==> src/rtl/link_train_ctrl.sv <==
module link_train_ctrl #(
  parameter int CR_WAIT  = 100,
  parameter int EQ_WAIT  = 400,
  parameter int CR_TRIES = 5,
  parameter int EQ_TRIES = 6
) (
  input  logic        clk,
  input  logic        rst_n,
  input  logic        start,
  input  logic [19:0] sink_max_khz,
  input  logic [2:0]  sink_max_lanes,
  input  logic [31:0] data_khz,
  input  logic        enh_cap,
  output logic        cmd_req,
  output logic        cmd_wr,
  output logic [11:0] cmd_addr,
  output logic [2:0]  cmd_len,
  output logic [31:0] cmd_wdata,
  input  logic        cmd_ack,
  input  logic [47:0] cmd_rdata,
  output logic [1:0]  tx_pattern,
  output logic [7:0]  drv_swing,
  output logic [7:0]  drv_pre,
  output logic        link_fast,
  output logic [2:0]  link_lanes,
  output logic        done,
  output logic        trained,
  output logic        failed
);
  localparam int MAXW = (CR_WAIT > EQ_WAIT) ? CR_WAIT : EQ_WAIT;
  localparam int WW   = $clog2(MAXW + 1);
  localparam int MAXT = (CR_TRIES > EQ_TRIES) ? CR_TRIES : EQ_TRIES;
  localparam int TW   = $clog2(MAXT + 2);
  localparam logic [31:0] RATE_HI = 32'd270000;
  localparam logic [31:0] RATE_LO = 32'd162000;

  typedef enum logic [2:0] {S_IDLE, S_SEL, S_CFG, S_TP, S_LANE, S_WAIT, S_STAT, S_EVAL} state_t;
  state_t st;

  logic          fast, phase, ok, eq_ok, eq_go;
  logic [2:0]    lanes;
  logic [1:0]    pat, vref;
  logic [47:0]   stat;
  logic [15:0]   conf, conf_nx;
  logic [TW-1:0] tries, tn_cr;
  logic [WW-1:0] wcnt;
  logic          cr_all, eq_all, cr_lost, abort_cr, seen;
  logic [31:0]   lane_bytes;
  logic          unused_bits;

  wire [31:0] rate     = fast ? RATE_HI : RATE_LO;
  wire [31:0] half_cov = {29'b0, lanes >> 1} * rate;
  wire [31:0] lo_cov   = {29'b0, lanes} * RATE_LO;
  assign unused_bits = ^stat[31:17];

  always_comb begin
    cr_all = 1'b1; eq_all = stat[16]; cr_lost = 1'b0; abort_cr = 1'b0; seen = 1'b0;
    conf_nx = '0; lane_bytes = '0;
    for (int i = 0; i < 4; i++) begin
      if (3'(i) < lanes) begin
        cr_all  &= stat[4*i];
        eq_all  &= &stat[4*i +: 3];
        cr_lost |= !stat[4*i];
        conf_nx[4*i +: 4] = stat[32+4*i +: 4];
        if (!stat[4*i] && !seen) begin
          seen = 1'b1;
          abort_cr = (conf[4*i +: 2] == 2'd3);
        end
      end
      lane_bytes[8*i +: 8] = {2'b0, conf[4*i+2 +: 2] == 2'd3, conf[4*i+2 +: 2],
                              conf[4*i +: 2] == 2'd3, conf[4*i +: 2]};
    end
    tn_cr = ((conf[1:0] != vref) ? '0 : tries) + 1'b1;
  end

  always_comb begin
    cmd_wr = 1'b1; cmd_addr = '0; cmd_len = '0; cmd_wdata = '0;
    case (st)
      S_CFG:  begin cmd_addr = 12'h100; cmd_len = 3'd2;
                    cmd_wdata = {16'b0, enh_cap, 4'b0, lanes, fast ? 8'h0A : 8'h06}; end
      S_TP:   begin cmd_addr = 12'h102; cmd_len = 3'd1; cmd_wdata = {30'b0, pat}; end
      S_LANE: begin cmd_addr = 12'h103; cmd_len = 3'd4; cmd_wdata = lane_bytes; end
      S_STAT: begin cmd_wr = 1'b0; cmd_addr = 12'h202; cmd_len = 3'd6; end
      default: ;
    endcase
  end

  assign cmd_req    = (st == S_CFG) || (st == S_TP) || (st == S_LANE) || (st == S_STAT);
  assign tx_pattern = pat;
  assign link_fast  = fast;
  assign link_lanes = lanes;
  for (genvar g = 0; g < 4; g++) begin : g_drv
    assign drv_swing[2*g +: 2] = conf[4*g +: 2];
    assign drv_pre[2*g +: 2]   = conf[4*g+2 +: 2];
  end

  always_ff @(posedge clk) begin
    if (!rst_n) begin
      st <= S_IDLE; fast <= 1'b0; lanes <= 3'd1; pat <= '0; phase <= 1'b0; ok <= 1'b0;
      stat <= '0; conf <= '0; vref <= '0; tries <= '0; wcnt <= '0;
      eq_ok <= 1'b0; eq_go <= 1'b0; done <= 1'b0; trained <= 1'b0; failed <= 1'b0;
    end else begin
      done <= 1'b0;
      case (st)
        S_IDLE: if (start) begin
          trained <= 1'b0; failed <= 1'b0; conf <= '0;
          fast  <= ({12'b0, sink_max_khz} >= RATE_HI);
          lanes <= sink_max_lanes;
          if ({12'b0, sink_max_khz} < RATE_LO) begin
            ok <= 1'b0; pat <= '0; st <= S_TP;
          end else st <= S_SEL;
        end
        S_SEL:
          if (half_cov > data_khz) lanes <= lanes >> 1;
          else if (fast && lo_cov > data_khz) fast <= 1'b0;
          else st <= S_CFG;
        S_CFG: if (cmd_ack) begin
          stat <= '0; conf <= '0; vref <= '0; tries <= '0; phase <= 1'b0; pat <= 2'd1;
          st <= S_TP;
        end
        S_TP: if (cmd_ack) begin
          if (pat == 2'd0) begin
            done <= 1'b1; trained <= ok; failed <= !ok; st <= S_IDLE;
          end else if (!phase) begin
            conf <= conf_nx; st <= S_LANE;
          end else begin
            wcnt <= WW'(EQ_WAIT - 1); st <= S_WAIT;
          end
        end
        S_LANE: if (cmd_ack) begin
          if (!phase) begin
            wcnt <= WW'(CR_WAIT - 1); st <= S_WAIT;
          end else if (eq_ok) begin
            ok <= 1'b1; pat <= '0; st <= S_TP;
          end else if (eq_go) begin
            wcnt <= WW'(EQ_WAIT - 1); st <= S_WAIT;
          end else if (fast) begin
            fast <= 1'b0; lanes <= sink_max_lanes; conf <= '0; st <= S_SEL;
          end else begin
            ok <= 1'b0; pat <= '0; st <= S_TP;
          end
        end
        S_WAIT: if (wcnt == '0) st <= S_STAT; else wcnt <= wcnt - 1'b1;
        S_STAT: if (cmd_ack) begin stat <= cmd_rdata; st <= S_EVAL; end
        S_EVAL:
          if (!phase) begin
            vref <= conf[1:0]; tries <= tn_cr;
            if (cr_all) begin
              phase <= 1'b1; pat <= 2'd2; tries <= '0; st <= S_TP;
            end else if (abort_cr || tn_cr >= TW'(CR_TRIES)) begin
              if (fast) begin
                fast <= 1'b0; lanes <= sink_max_lanes; conf <= '0; st <= S_SEL;
              end else begin
                ok <= 1'b0; pat <= '0; st <= S_TP;
              end
            end else begin
              conf <= conf_nx; st <= S_LANE;
            end
          end else begin
            tries <= tries + 1'b1;
            eq_ok <= eq_all;
            eq_go <= !eq_all && !cr_lost && ((tries + 1'b1) < TW'(EQ_TRIES));
            conf  <= conf_nx;
            st    <= S_LANE;
          end
        default: st <= S_IDLE;
      endcase
    end
  end


  cmd_hold_chk: assert property (@(posedge clk) disable iff (!rst_n)
    (cmd_req && !cmd_ack) |=> (cmd_req && $stable(cmd_addr) && $stable(cmd_wdata) && $stable(cmd_wr)));

  end_state_chk: assert property (@(posedge clk) disable iff (!rst_n)
    done |-> (tx_pattern == 2'd0 && (trained != failed)));

  lane_legal_chk: assert property (@(posedge clk) disable iff (!rst_n)
    $onehot(link_lanes) && link_lanes <= 3'd4);

  idle_lane_chk: assert property (@(posedge clk) disable iff (!rst_n)
    (link_lanes != 3'd4) |-> (drv_swing[7:4] == 4'd0 && drv_pre[7:4] == 4'd0));

  eq_bound_chk: assert property (@(posedge clk) disable iff (!rst_n)
    (phase && st == S_WAIT) |-> (tries < TW'(EQ_TRIES)));
endmodule

==> config.mk <==
export PLATFORM = sky130hd
export DESIGN_NAME = link_train_ctrl
export DESIGN_NICKNAME = d
export VERILOG_FILES = /design/src/rtl/link_train_ctrl.sv
export SDC_FILE = /design/constraint.sdc
export NUM_CORES = 1
export LEC_CHECK = 0
export BUFFER_PORTS_ARGS = -buffer_cell sky130_fd_sc_hd__buf_2
export CORE_UTILIZATION = 52
export CTS_CLUSTER_SIZE = 25
export DETAILED_ROUTE_END_ITERATION = 8
export PLACE_DENSITY = 0.78
export SLEW_MARGIN = 20
export SYNTH_ARGS = -nofsm -noshare
export SYNTH_HDL_FRONTEND = slang
export SYNTH_SLANG_ARGS = --single-unit
==> constraint.sdc <==
create_clock -name clk -period 5.2 [get_ports clk]
set_input_delay 0.78 -clock clk [delete_from_list [all_inputs] [get_ports clk]]
set_output_delay 0.78 -clock clk [all_outputs]
set_load 0.03 [all_outputs]
# After elaboration in Yosys (flattened, before gate mapping)
# Index checks and enable logic that the tools add are counted.
# W data, S select, Z words.
[totals] ff_bits=94 latchBits=0 ram_bits=0 mem_bits_ro=0 inputBits=108 out_inout_bits=74 elab_cells=278 memories=0
[op_classes] n_addsub=3 n_mul=2 div=0 n_lt_le_gt_ge=10 n_eq_ne=43 shift=0 mux=146 n_bitwise=10 reduce_logical=48
[ops] op="$mux W16" n=13
[ops] op="$mux W48" n=2
[ops] op="$pmux W48 S2" n=1
[ops] op="$pmux W30 S3" n=1
[ops] op="$mux W3" n=29
[ops] op="$pmux W16 S5" n=1
[ops] op="$mux W9" n=8
[ops] op="$gt A21 B32 Y1" n=2
[ops] op="$mux W1" n=57
[ops] op="$ne A2 B2 Y1 const B" n=21
[ops] op="$pmux W10 S4" n=1
[ops] op="$mux W2" n=15
[ops] op="$pmux W9 S3" n=1
[ops] op="$pmux W3 S4" n=2
[ops] op="$pmux W3 S8" n=1
[ops] op="$reduce_and A11 Y1" n=2
[ops] op="$mul A2 B19 Y21" n=1
[ops] op="$reduce_and A3 Y1" n=7
[ops] op="$ge A20 B19 Y1 const B" n=1
[ops] op="$lt A20 B18 Y1 const B" n=1
[ops] op="$mux W4" n=5
[ops] op="$mux W19" n=1
[ops] op="$reduce_and A9 Y1" n=2
[ops] op="$mul A3 B14 Y17 const B" n=1
[ops] op="35 further kinds" n=86

# Depth between registers and ports, before layout
# Gate-level depths: netlist of the first run.
[logic_depth] depth_word=19 depth_mapped=21 mapped_depth_nobuf=19

# Worst setup path after synthesis of the first run
# No wires, ideal clock.
[synth_timing] kind="register -> register" from="reg lanes[1] (netlist: link_lanes[1])" to="reg fast (netlist: link_fast)" setup_ns=0.072 arrival_ns=4.159 required_ns=5.128 setup_slack_ns=0.970 stages_incl_launch_ff=17 path_buffers=0 period_less_slack_ns=4.230 cell_sequence="dfxtp_1 -> fa_1 -> ha_1 -> fa_1 -> nor2b_1 -> o21ai_0 -> nand2b_1 -> nand2_1 -> xnor2_1 -> ha_1 -> nand4_1 -> or3_1 -> o41ai_1 -> a31oi_1 -> nor2b_1 -> o211ai_1 -> mux2i_1"
[synth_between] elab_chain_cells=17 elab_cells_between_ends=40 cone_classes="2 x mul; 6 x order compare; 4 x eq/ne; 16 x mux; 3 x bitwise; 9 x reduce/logical"
[synth_lines] item="start, declared" line="41" source="logic [2:0] lanes;"
[synth_lines] item="start signal, assigned" line="108" source="lanes <= sink_max_lanes;"
[synth_lines] item="start signal, assigned" line="114" source="if (half_cov > data_khz) lanes <= lanes >> 1;"
[synth_lines] item="parallel branches: the longest is 16 deep, another holds $gt A21 B32 Y1"
[synth_lines] item="$reduce_and A11 Y1 (no source line) *"
[synth_lines] item="end signal, assigned" line="107" source="fast <= ({12'b0, sink_max_khz} >= RATE_HI);"
[synth_lines] item="end, declared" line="40" source="logic fast, phase, ok, eq_ok, eq_go;"
# Mark *: on every way between the ends.
# A chain may end at the register's enable or synchronous reset.

# Worst setup path in the final report of the first run
# Same ends and word-level chain as after synthesis.

==> results of run 1 <==
## registers in the layout, indices dropped and copies added (netlist names)
register / cells
vref: 2
phase: 1
tries: 3
link_lanes: 3
conf: 16
trained: 1
st: 3
link_fast: 1
eq_ok: 1
stat: 29
failed: 1
done: 1
ok: 1
tx_pattern: 2
eq_go: 1
wcnt: 9
## cells in the mapped netlist, types with 3 or more instances
cell and instances:
nor3b_1 4, or3_1 7, buf_4 17, nand3_1 16
or4_1 5, a22o_1 17, a22oi_1 35, fa_1 4
inv_1 37, o21ai_1 10, buf_2 8, o211ai_1 5
o21a_1 4, dfxtp_1 75, nand2b_1 14, a21o_1 4
nand4_1 9, o21bai_1 3, mux2i_1 4, xnor2_1 9
and3_1 14, o22ai_1 4, xor2_1 9, a31o_2 3
and2_1 12, clkbuf_1 23, a31oi_1 13, ha_1 59
a21oi_1 47, nor2b_1 7, nand2_1 55, a211oi_1 4
nor2_1 94, nor3_1 15, o21ai_0 35
## layout make-up
class / instances / area [sq um] / area share
well taps: 136 / 170 / 0.0259
clock inverters: 7 / 58.8 / 0.00893
multi-input cells: 580 / 3810 / 0.578
repair buffers: 151 / 776 / 0.118
inverters: 39 / 146 / 0.0222
clock buffers: 9 / 124 / 0.0188
flip-flops and latches: 75 / 1500 / 0.228
## layer usage
metal,vias to the layer above,wire length [microns]
met2,290,7670
met3,37,1270
met1,2667,6880
met5,-,0
li1,2842,-
met4,0,376
## final timing paths
kind                            slack [ns]        end  depth (start not counted)           from
worst min register to register        0.48    conf[0]                          1       stat[32]
worst max register to register        0.73  link_fast                         16  link_lanes[1]
worst max-delay path                  0.73  link_fast                         16  link_lanes[1]
worst min-delay path                  0.48    conf[0]                          1       stat[32]
## logic make-up (layout without fill, tap and decap cells)
kind of cell               after synthesis  in the layout
AOI/OAI and AO/OA                      204            204
xor gates and xnor gates                18             18
adders and majority gates               63             63
buffers and inverters                   89            206
DFF                                     75             75
muxes                                    7              7
other                                    1             16
and+or+nand+nor                        272            272
## per-stage QoR
stage               setup WS [ns]  utilization  cells  instance area, sq um  power (mW)
floorplan                   0.970            -    744                  5720        1.99
global placement            0.894        0.612    981                  6400        2.36
detailed placement          0.803        0.612    981                  6400        2.42
CTS                         0.776        0.629    997                  6580        2.86
global route                0.523        0.629    997                  6580        3.08
finish                      0.728        0.629    997                  6580        2.87
## power breakdown
part           switching (mW)  internal [mW]
Sequential             0.0891          0.623
Clock                   0.245          0.181
Combinational            1.09          0.633
Total                    1.43           1.44
## worst register-to-register path: stages (launching register included)
cell and delay [ns]:
dfxtp_1 0.59, fa_1 0.57, ha_1 0.26, fa_1 0.39, nor2b_1 0.15, o21ai_0 0.20, nand2b_1 0.14, nand2_1 0.10
xnor2_1 0.07, ha_1 0.30, nand4_1 0.16, or3_1 0.41, o41ai_1 0.38, a31oi_1 0.12, nor2b_1 0.16, o211ai_1 0.21
mux2i_1 0.20
==> results by group, run 1 <==
Status
  – Status: complete, no violations

Global routing
  – Most used routing layer: met2
  – Pin count of the biggest net entering global routing: 32
  – M3 GR Usage: 0.0423
  – M2 GR Usage: 0.486
  – Met1 usage: 0.362
  – Initial antenna violation count: 0
  – GRT Resource Usage Total: 0.287
  – First-pass GRT wire length: ~26 mm
  – Vias in the first global route: about 5400
  – Total grt overflow: 0

Setup path
  – Buffers & Inverters on Critical Path: 0
  – Slowest stage delay, CP: 0.59 ns
  – Crit-path slowest cell: dfxtp_1
  – Largest fanout on the critical path: 8
  – Worst endpoint required time: 5.49 ns
  – CP startpoint kind: register
  – Endpoint type of the worst setup path: register
  – Critical Path AT: ~4.8 ns
  – Worst-path cell chain: fa_1 > ha_1 > fa_1 > nor2b_1 > o21ai_0 > nand2b_1 > nand2_1 > xnor2_1 > ha_1 > nand4_1 > or3_1 > o41ai_1 > a31oi_1 > nor2b_1 > o211ai_1 > mux2i_1
  – Setup CP Type: reg2reg
  – Top delay family on crit path: adder cells

CTS
  – Worst skew pair latency: between 0.3 and 0.4 ns
  – Clk root buf: clkbuf_8
  – TritonCTS clock tree: built
  – Post-CTS setup buffer count: 0
  – H-tree depth: 3
  – Clk slew on worst S/H paths: 0.08 ns
  – CTS Hold Bufs: 0
  – Post-CTS sizing: 0
  – CTS sink cnt: 75
  – CTS max path bufs: 2
  – TritonCTS Buffers: 9

Synth
  – Sequential share of the synthesized area: 0.265
  – Main synth FF type: dfxtp_1
  – Synth Area in Compound Gates: 0.236
  – EDFF count, synth: 0
  – Post-synthesis simple-gate area fraction: 0.239
  – Main area contributors after synthesis: dfxtp_1, ha_1, nor2_1
  – Largest family of logic cells by synthesized area: simple AND/OR/NAND/NOR gates
  – Cell count after synthesis: 729
  – Synth warn: 0
  – Syn_area_per_cell: just under 8 sq um
  – Synth area leader: dfxtp_1
  – Post-synthesis register bit count: 75
  – Async SR Flop Fraction: 0
  – Mux contribution to synthesized area: 0.0137
  – Synth Area in Adders: 0.144
  – Library cells used by synthesis: slightly above 70
  – Post-synth top area share: 0.265
  – Post-synthesis instance area: around 5700 sq um
  – Post-synthesis xor/xnor area fraction: 0.0278

Place
  – GP Congestion: ~0.9
  – HPWL Detailed: roughly 12 mm
  – I/O Buffers: 143

STA
  – Layout Skew: 0.0140 ns
  – Final min period: ~4.5 ns
  – Achievable frequency: between 200 and 250 MHz
  – Hold slack: ~0.48 ns
  – Normalized max-slew margin: 0.268
  – Period utilization: 0.860
  – Final hold violation count: 0
  – Slew @ Worst Pin: approximately 1.1 ns
  – Total negative setup slack: 0 ns
  – Setup Viol. Count Final: 0
  – Max Slew Vio Count: 0
  – Unrepaired setup endpoints after global routing: no

Die
  – Die extent in x: 106 microns
  – FP Rows: 37
  – Die H: between 100 and 150 microns
  – Starting Density: 0.542
  – Core area: about 10000 sq um
  – Total Die Area: between 10000 and 15000 sq um
  – Num ports: ~180

Detailed routing
  – DR iter-0 viols: between 600 and 700
  – Residual DRC: 0
  – Via count: 5836
  – Drt total wl: between 15 and 20 mm
  – WL per Instance: about 16 microns
  – Antenna Nets Post-Route: 0
  – Via density: 5.85
  – Drt pass-1 iters: 5

Finish
  – ANT cells: 0
  – Fill cell count: around 960
  – Area Growth Syn to Fin: 16.2%
  – Layout cells sized above 1: 0.218
  – Most frequent cells in the layout: buf_2, nor2_1, dfxtp_1, ha_1, nand2_1
  – Most common cell after layout, fill and taps aside: buf_2
  – Nets: ~1000

Power and ir drop
  – Maximum VDD drop: about 0.00015 V
  – Pwr dens: roughly 440 nW/um^2
  – Leakage power: roughly 3.2 nW

Min path
  – Worst hold path class: reg2reg

Flow run
  – MaxCap Viol Count: 0
(Power assumes the default switching activity.)
==> run 2, diff against run 1 <==
--- a/config.mk
+++ b/config.mk
@@ -6,10 +6,10 @@
 export NUM_CORES = 1
 export LEC_CHECK = 0
 export BUFFER_PORTS_ARGS = -buffer_cell sky130_fd_sc_hd__buf_2
-export CORE_UTILIZATION = 52
+export CORE_UTILIZATION = 41
 export CTS_CLUSTER_SIZE = 25
 export DETAILED_ROUTE_END_ITERATION = 8
-export PLACE_DENSITY = 0.78
+export PLACE_DENSITY = 0.64
 export SLEW_MARGIN = 20
 export SYNTH_ARGS = -nofsm -noshare
 export SYNTH_HDL_FRONTEND = slang
==> results by group, run 2 (same netlist as run 1, synthesis figures left out) <==
Min path
  – Worst hold path class: reg2reg
  – Hold Crit Start: stat[38]
  – Hold path depth: 1
  – Min-Delay Endpoint: conf[6]

Global routing
  – GRT Resource Usage Total: 0.230
  – First-pass GRT wire length: around 26 mm
  – Pin count of the biggest net entering global routing: 45
  – Total grt overflow: 0
  – Initial antenna violation count: 0
  – Vias in the first global route: between 5000 and 6000

Power and ir drop
  – Flop pwr share: 0.213
  – Pwr dens: between 400 and 500 nW/um^2
  – Psw: about 1.4 mW
  – Internal power: around 1.7 mW
  – Maximum VDD drop: 0.000187 V
  – Leakage power: 3.23 nW
  – Comb power frac: 0.568
  – Clk pwr share: 0.219
  – Switching share of total power: 0.457

Setup path
  – CP startpoint kind: register
  – Setup CP Type: reg2reg
  – R2r setup slk: about 0.85 ns
  – Largest fanout on the critical path: 8
  – Slowest stage delay, CP: about 0.55 ns
  – Top delay family on crit path: adder cells
  – Reg2reg start: link_lanes[1]
  – Critical Path AT: approximately 4.6 ns
  – Worst endpoint required time: between 5 and 6 ns
  – Buffers & Inverters on Critical Path: 0
  – Worst reg-to-reg path cell count: 16
  – Worst-path cell chain: fa_1 > ha_1 > fa_1 > nor2b_1 > o21ai_0 > nand2b_1 > nand2_1 > xnor2_1 > ha_1 > nand4_1 > or3_1 > o41ai_1 > a31oi_1 > nor2b_1 > o211ai_1 > mux2i_1
  – Crit-path slowest cell: fa_1
  – Worst r2r dst: link_fast
  – Endpoint type of the worst setup path: register

Place
  – DP Area: roughly 6500 sq um
  – GP Congestion: 0.869
  – I/O Buffers: 143
  – Placed cell count: ~1000
  – HPWL Detailed: between 10 and 15 mm

Die
  – Core area: around 13000 sq um
  – Starting Density: 0.425
  – FP Rows: 42
  – Num ports: between 150 and 200
  – Die H: between 100 and 150 microns
  – Die extent in x: 120 microns
  – Total Die Area: 14300 sq um

Detailed routing
  – Drt pass-1 iters: 6
  – Residual DRC: 0
  – Via count: 5662
  – DR iter-0 viols: around 410
  – Antenna Nets Post-Route: 0
  – Via density: 5.45
  – Drt total wl: 16.3 mm
  – WL per Instance: 15.7 microns

Finish
  – Nets: approximately 1000
  – Most common cell after layout, fill and taps aside: buf_2
  – Biggest regs: stat (29), conf (16), wcnt (9)
  – Largest register by flop count: stat
  – Number of flip-flops in the largest register: 29
  – Fill cell count: 1339
  – Most frequent cells in the layout: buf_2, nor2_1, dfxtp_1, ha_1, nand2_1
  – Layout cells sized above 1: 0.220
  – Area Growth Syn to Fin: 19.9%
  – Post-Layout Cell Count: slightly above 1000
  – ANT cells: 0
  – Design Area, Final: between 6000 and 7000 sq um

STA
  – Period utilization: 0.837
  – Layout Skew: approximately 0.0062 ns
  – Normalized max-slew margin: 0.308
  – Unrepaired setup endpoints after global routing: no
  – Total negative setup slack: 0 ns
  – Max Slew Vio Count: 0
  – Final hold violation count: 0
  – Slew @ Worst Pin: roughly 1.0 ns
  – Achievable frequency: 230 MHz
  – Final min period: roughly 4.4 ns
  – Setup Viol. Count Final: 0

CTS
  – Clk root buf: clkbuf_16
  – H-tree depth: 3
  – Post-CTS sizing: 0
  – Clk slew on worst S/H paths: ~0.060 ns
  – TritonCTS clock tree: built
  – Worst skew pair latency: about 0.34 ns
  – CTS max path bufs: 2
  – TritonCTS Buffers: 9
  – Post-CTS setup buffer count: 0
  – CTS sink cnt: 75
  – CTS Hold Bufs: 0

Flow run
  – MaxCap Viol Count: 0

Status
  – Status: complete, no violations
==> run 2: changes by cell type in the layout (fill, tap and decap cells not counted) <==
cell and delta:
clkinvlp_4 +1, inv_8 -1, inv_6 -3, clkbuf_8 -8
buf_4 +2, bufinv_16 +2, clkbuf_16 +9
==> run 2: final cells by class <==
type,instances,area (sq um),area share
flip-flops and latches,75,1500,0.221
inverters,39,146,0.0216
clock inverters,6,88.8,0.0131
clock buffers,10,239,0.0352
repair buffers,153,791,0.116
multi-input cells,580,3810,0.560
well taps,176,220,0.0324
==> run 2: power groups by stage <==
stage	logic [mW]	registers (mW)	clock network (mW)
after global placement	1.75	0.679	0
final	1.78	0.667	0.686
after detailed placement	1.76	0.679	0
after CTS	1.77	0.666	0.697
after global routing	1.99	0.675	0.721
after floorplan	1.28	0.714	0
==> run 2: per-stage QoR <==
stage	total power [mW]	worst slack, ns	hold slack [ns]	util
5_1_grt	3.38	0.331	0.475	0.509
2_1_floorplan	1.99	0.970	0.443	-
4_1_cts	3.14	0.827	0.469	0.509
3_3_place_gp	2.43	0.940	0.449	0.484
6_report	3.13	0.850	0.471	0.509
3_5_place_dp	2.44	0.845	0.453	0.484
==> run 2: routing by layer <==
metal | part of all wire | vias up | global-route usage
met5 | 0 | - | 0
met4 | 0.012 | 0 | 0.0664
met3 | 0.064 | 14 | 0.0352
met2 | 0.45 | 201 | 0.370
met1 | 0.48 | 2595 | 0.318
li1 | - | 2852 | -
==> run 2: worst max-delay path by stage <==
stage	startpoint	end	slack [ns]	cells after the start
6_report	link_lanes[1]	link_fast	0.85	16
5_1_grt	link_lanes[1]	link_fast	0.33	16
4_1_cts	link_lanes[1]	link_fast	0.83	16
3_5_place_dp	link_lanes[1]	link_fast	0.85	16
3_3_place_gp	link_lanes[1]	link_fast	0.94	16
2_1_floorplan	link_lanes[1]	link_fast	0.97	16
==> run 3, diff against run 2 <==
==> constraint.sdc (replaced) <==
create_clock -name clk -period 4.2 [get_ports clk]
set_input_delay 0.63 -clock clk [delete_from_list [all_inputs] [get_ports clk]]
set_output_delay 0.63 -clock clk [all_outputs]
set_load 0.03 [all_outputs]
==> results by group, run 3 (same netlist as run 1, synthesis figures left out) <==
Status
  – Status: complete, no violations

Detailed routing
  – DR iter-0 viols: just under 400
  – Residual DRC: 0
  – Via count: around 5800
  – Antenna Nets Post-Route: 0
  – Drt pass-1 iters: 4
  – WL per Instance: 15.9 microns
  – Drt total wl: ~17 mm
  – Via density: 5.48

Die
  – Die H: approximately 120 microns
  – Core area: ~13000 sq um
  – Starting Density: 0.425
  – Num ports: ~180
  – Die extent in x: roughly 120 microns
  – Total Die Area: ~14000 sq um
  – FP Rows: 42

Power and ir drop
  – Leakage power: roughly 3.3 nW
  – Internal power: a little over 2 mW
  – Clk pwr share: 0.205
  – Flop pwr share: 0.230
  – Comb power frac: 0.565
  – Maximum VDD drop: between 0.0002 and 0.00025 V
  – Switching share of total power: 0.463
  – Psw: ~1.8 mW
  – Pwr dens: 563 nW/um^2

Min path
  – Worst hold path class: reg2reg
  – Hold Crit Start: stat[37]
  – Min-Delay Endpoint: conf[5]
  – Hold path depth: 1

Finish
  – Biggest regs: stat (29), conf (16), wcnt (9)
  – Most frequent cells in the layout: buf_2, nor2_1, dfxtp_1, ha_1, nand2_1
  – Nets: 1039
  – Fin util: 0.513
  – Number of flip-flops in the largest register: 29
  – Post-Layout Cell Count: approximately 1000
  – Area Growth Syn to Fin: 20.9%
  – ANT cells: 0
  – Largest register by flop count: stat
  – Layout cells sized above 1: 0.234
  – Most common cell after layout, fill and taps aside: buf_2

Setup path
  – Reg2reg start: link_lanes[0]
  – Worst-path cell chain: fa_2 > ha_1 > fa_1 > nor2b_1 > o21ai_0 > nand2b_1 > nand2_1 > xnor2_1 > ha_1 > nand4_1 > or3_1 > o41ai_2 > a31oi_1 > nor2b_1 > o211ai_1 > mux2i_1
  – R2r setup slk: approximately 0.27 ns
  – Worst endpoint required time: 4.48 ns
  – Buffers & Inverters on Critical Path: 0
  – Worst reg-to-reg path cell count: 16
  – Slowest stage delay, CP: 0.48 ns
  – Crit-path slowest cell: fa_2
  – Top delay family on crit path: adder cells
  – Crit path from: link_lanes[0]
  – Largest fanout on the critical path: 3
  – Setup CP Type: reg2reg
  – Worst r2r dst: link_fast
  – CP startpoint kind: register
  – Critical Path AT: between 4 and 5 ns
  – Endpoint type of the worst setup path: register

STA
  – Normalized max-slew margin: 0.263
  – Layout Skew: between 0.009 and 0.01 ns
  – Achievable frequency: around 250 MHz
  – Period utilization: 0.935
  – Final hold violation count: 0
  – Slew @ Worst Pin: between 1 and 1.5 ns
  – Setup Viol. Count Final: 0
  – Unrepaired setup endpoints after global routing: no
  – Total negative setup slack: 0 ns
  – Final min period: just under 4 ns
  – Max Slew Vio Count: 0

CTS
  – Clk root buf: clkbuf_16
  – CTS sink cnt: 75
  – Worst skew pair latency: about 0.34 ns
  – CTS max path bufs: 2
  – TritonCTS Buffers: 9
  – TritonCTS clock tree: built
  – H-tree depth: 3
  – Clk slew on worst S/H paths: around 0.060 ns
  – CTS Hold Bufs: 0

Global routing
  – GRT Resource Usage Total: 0.237
  – Pin count of the biggest net entering global routing: 30
  – Total grt overflow: 0
  – First-pass GRT wire length: ~27 mm
  – Initial antenna violation count: 0
  – Vias in the first global route: approximately 5300

Place
  – HPWL Detailed: ~13 mm
  – I/O Buffers: around 140
  – GP Congestion: around 0.87
  – Placed cell count: a little over 1000

Flow run
  – MaxCap Viol Count: 0
## run 3: cell types whose count changed in the layout (fill, tap and decap cells not counted), moves of 2 or more
cell / change
dfxtp_1: -2
inv_6: +2
buf_4: +10
clkinvlp_4: -2
dfxtp_2: +2
## run 3: power groups by stage
stage / sequential [mW] / clock, mW / combinational [mW]
after floorplan: 0.885 / 0 / 1.58
after global placement: 0.900 / 0 / 2.13
after detailed placement: 0.900 / 0 / 2.15
after CTS: 0.885 / 0.804 / 2.16
after global routing: 0.903 / 0.837 / 2.45
final: 0.889 / 0.792 / 2.18
## run 3: final cells by class
| type | count | area (sq um) |
|---|---|---|
| repair buffers | 163 | 866 |
| flip-flops and latches | 75 | 1500 |
| fillers | 1334 | 6490 |
| clock buffers | 9 | 225 |
| well taps | 176 | 220 |
| multi-input cells | 580 | 3820 |
| clock inverters | 7 | 75.1 |
| inverters | 39 | 146 |
## run 3: how the worst max path moves through the flow
stage	endpoint	slack [ns]	cells past startpoint
final	link_fast	0.27	16
after global routing	link_lanes[0]	0.03	19
after CTS	link_fast	0.1	15
after detailed placement	link_fast	0.10	15
after global placement	link_fast	0.20	16
after floorplan	link_fast	0.005	16
## run 3: through the flow
| step | total power [mW] | area (sq um) | hold slack [ns] | setup WS (ns) |
|---|---|---|---|---|
| 2_1_floorplan | 2.47 | 5720 | 0.443 | 0.00476 |
| 3_3_place_gp | 3.03 | 6530 | 0.450 | 0.195 |
| 3_5_place_dp | 3.05 | 6530 | 0.451 | 0.101 |
| 4_1_cts | 3.85 | 6830 | 0.465 | 0.0958 |
| 5_1_grt | 4.19 | 6850 | 0.490 | 0.0260 |
| 6_report | 3.86 | 6850 | 0.469 | 0.271 |
## run 3: metal layers
layer	GRT usage	wire [microns]	up-vias	share of wire
met5	0	0	-	0
met4	0.0758	219	0	0.013
met3	0.0385	1010	15	0.061
met2	0.379	7490	203	0.45
met1	0.325	7990	2658	0.48
li1	-	-	2875	-
## run 3: timing repair
item	4_1_cts	5_1_grt
setup endpoints to repair	0	2
gates resized for setup	0	3
buffers inserted	0	1
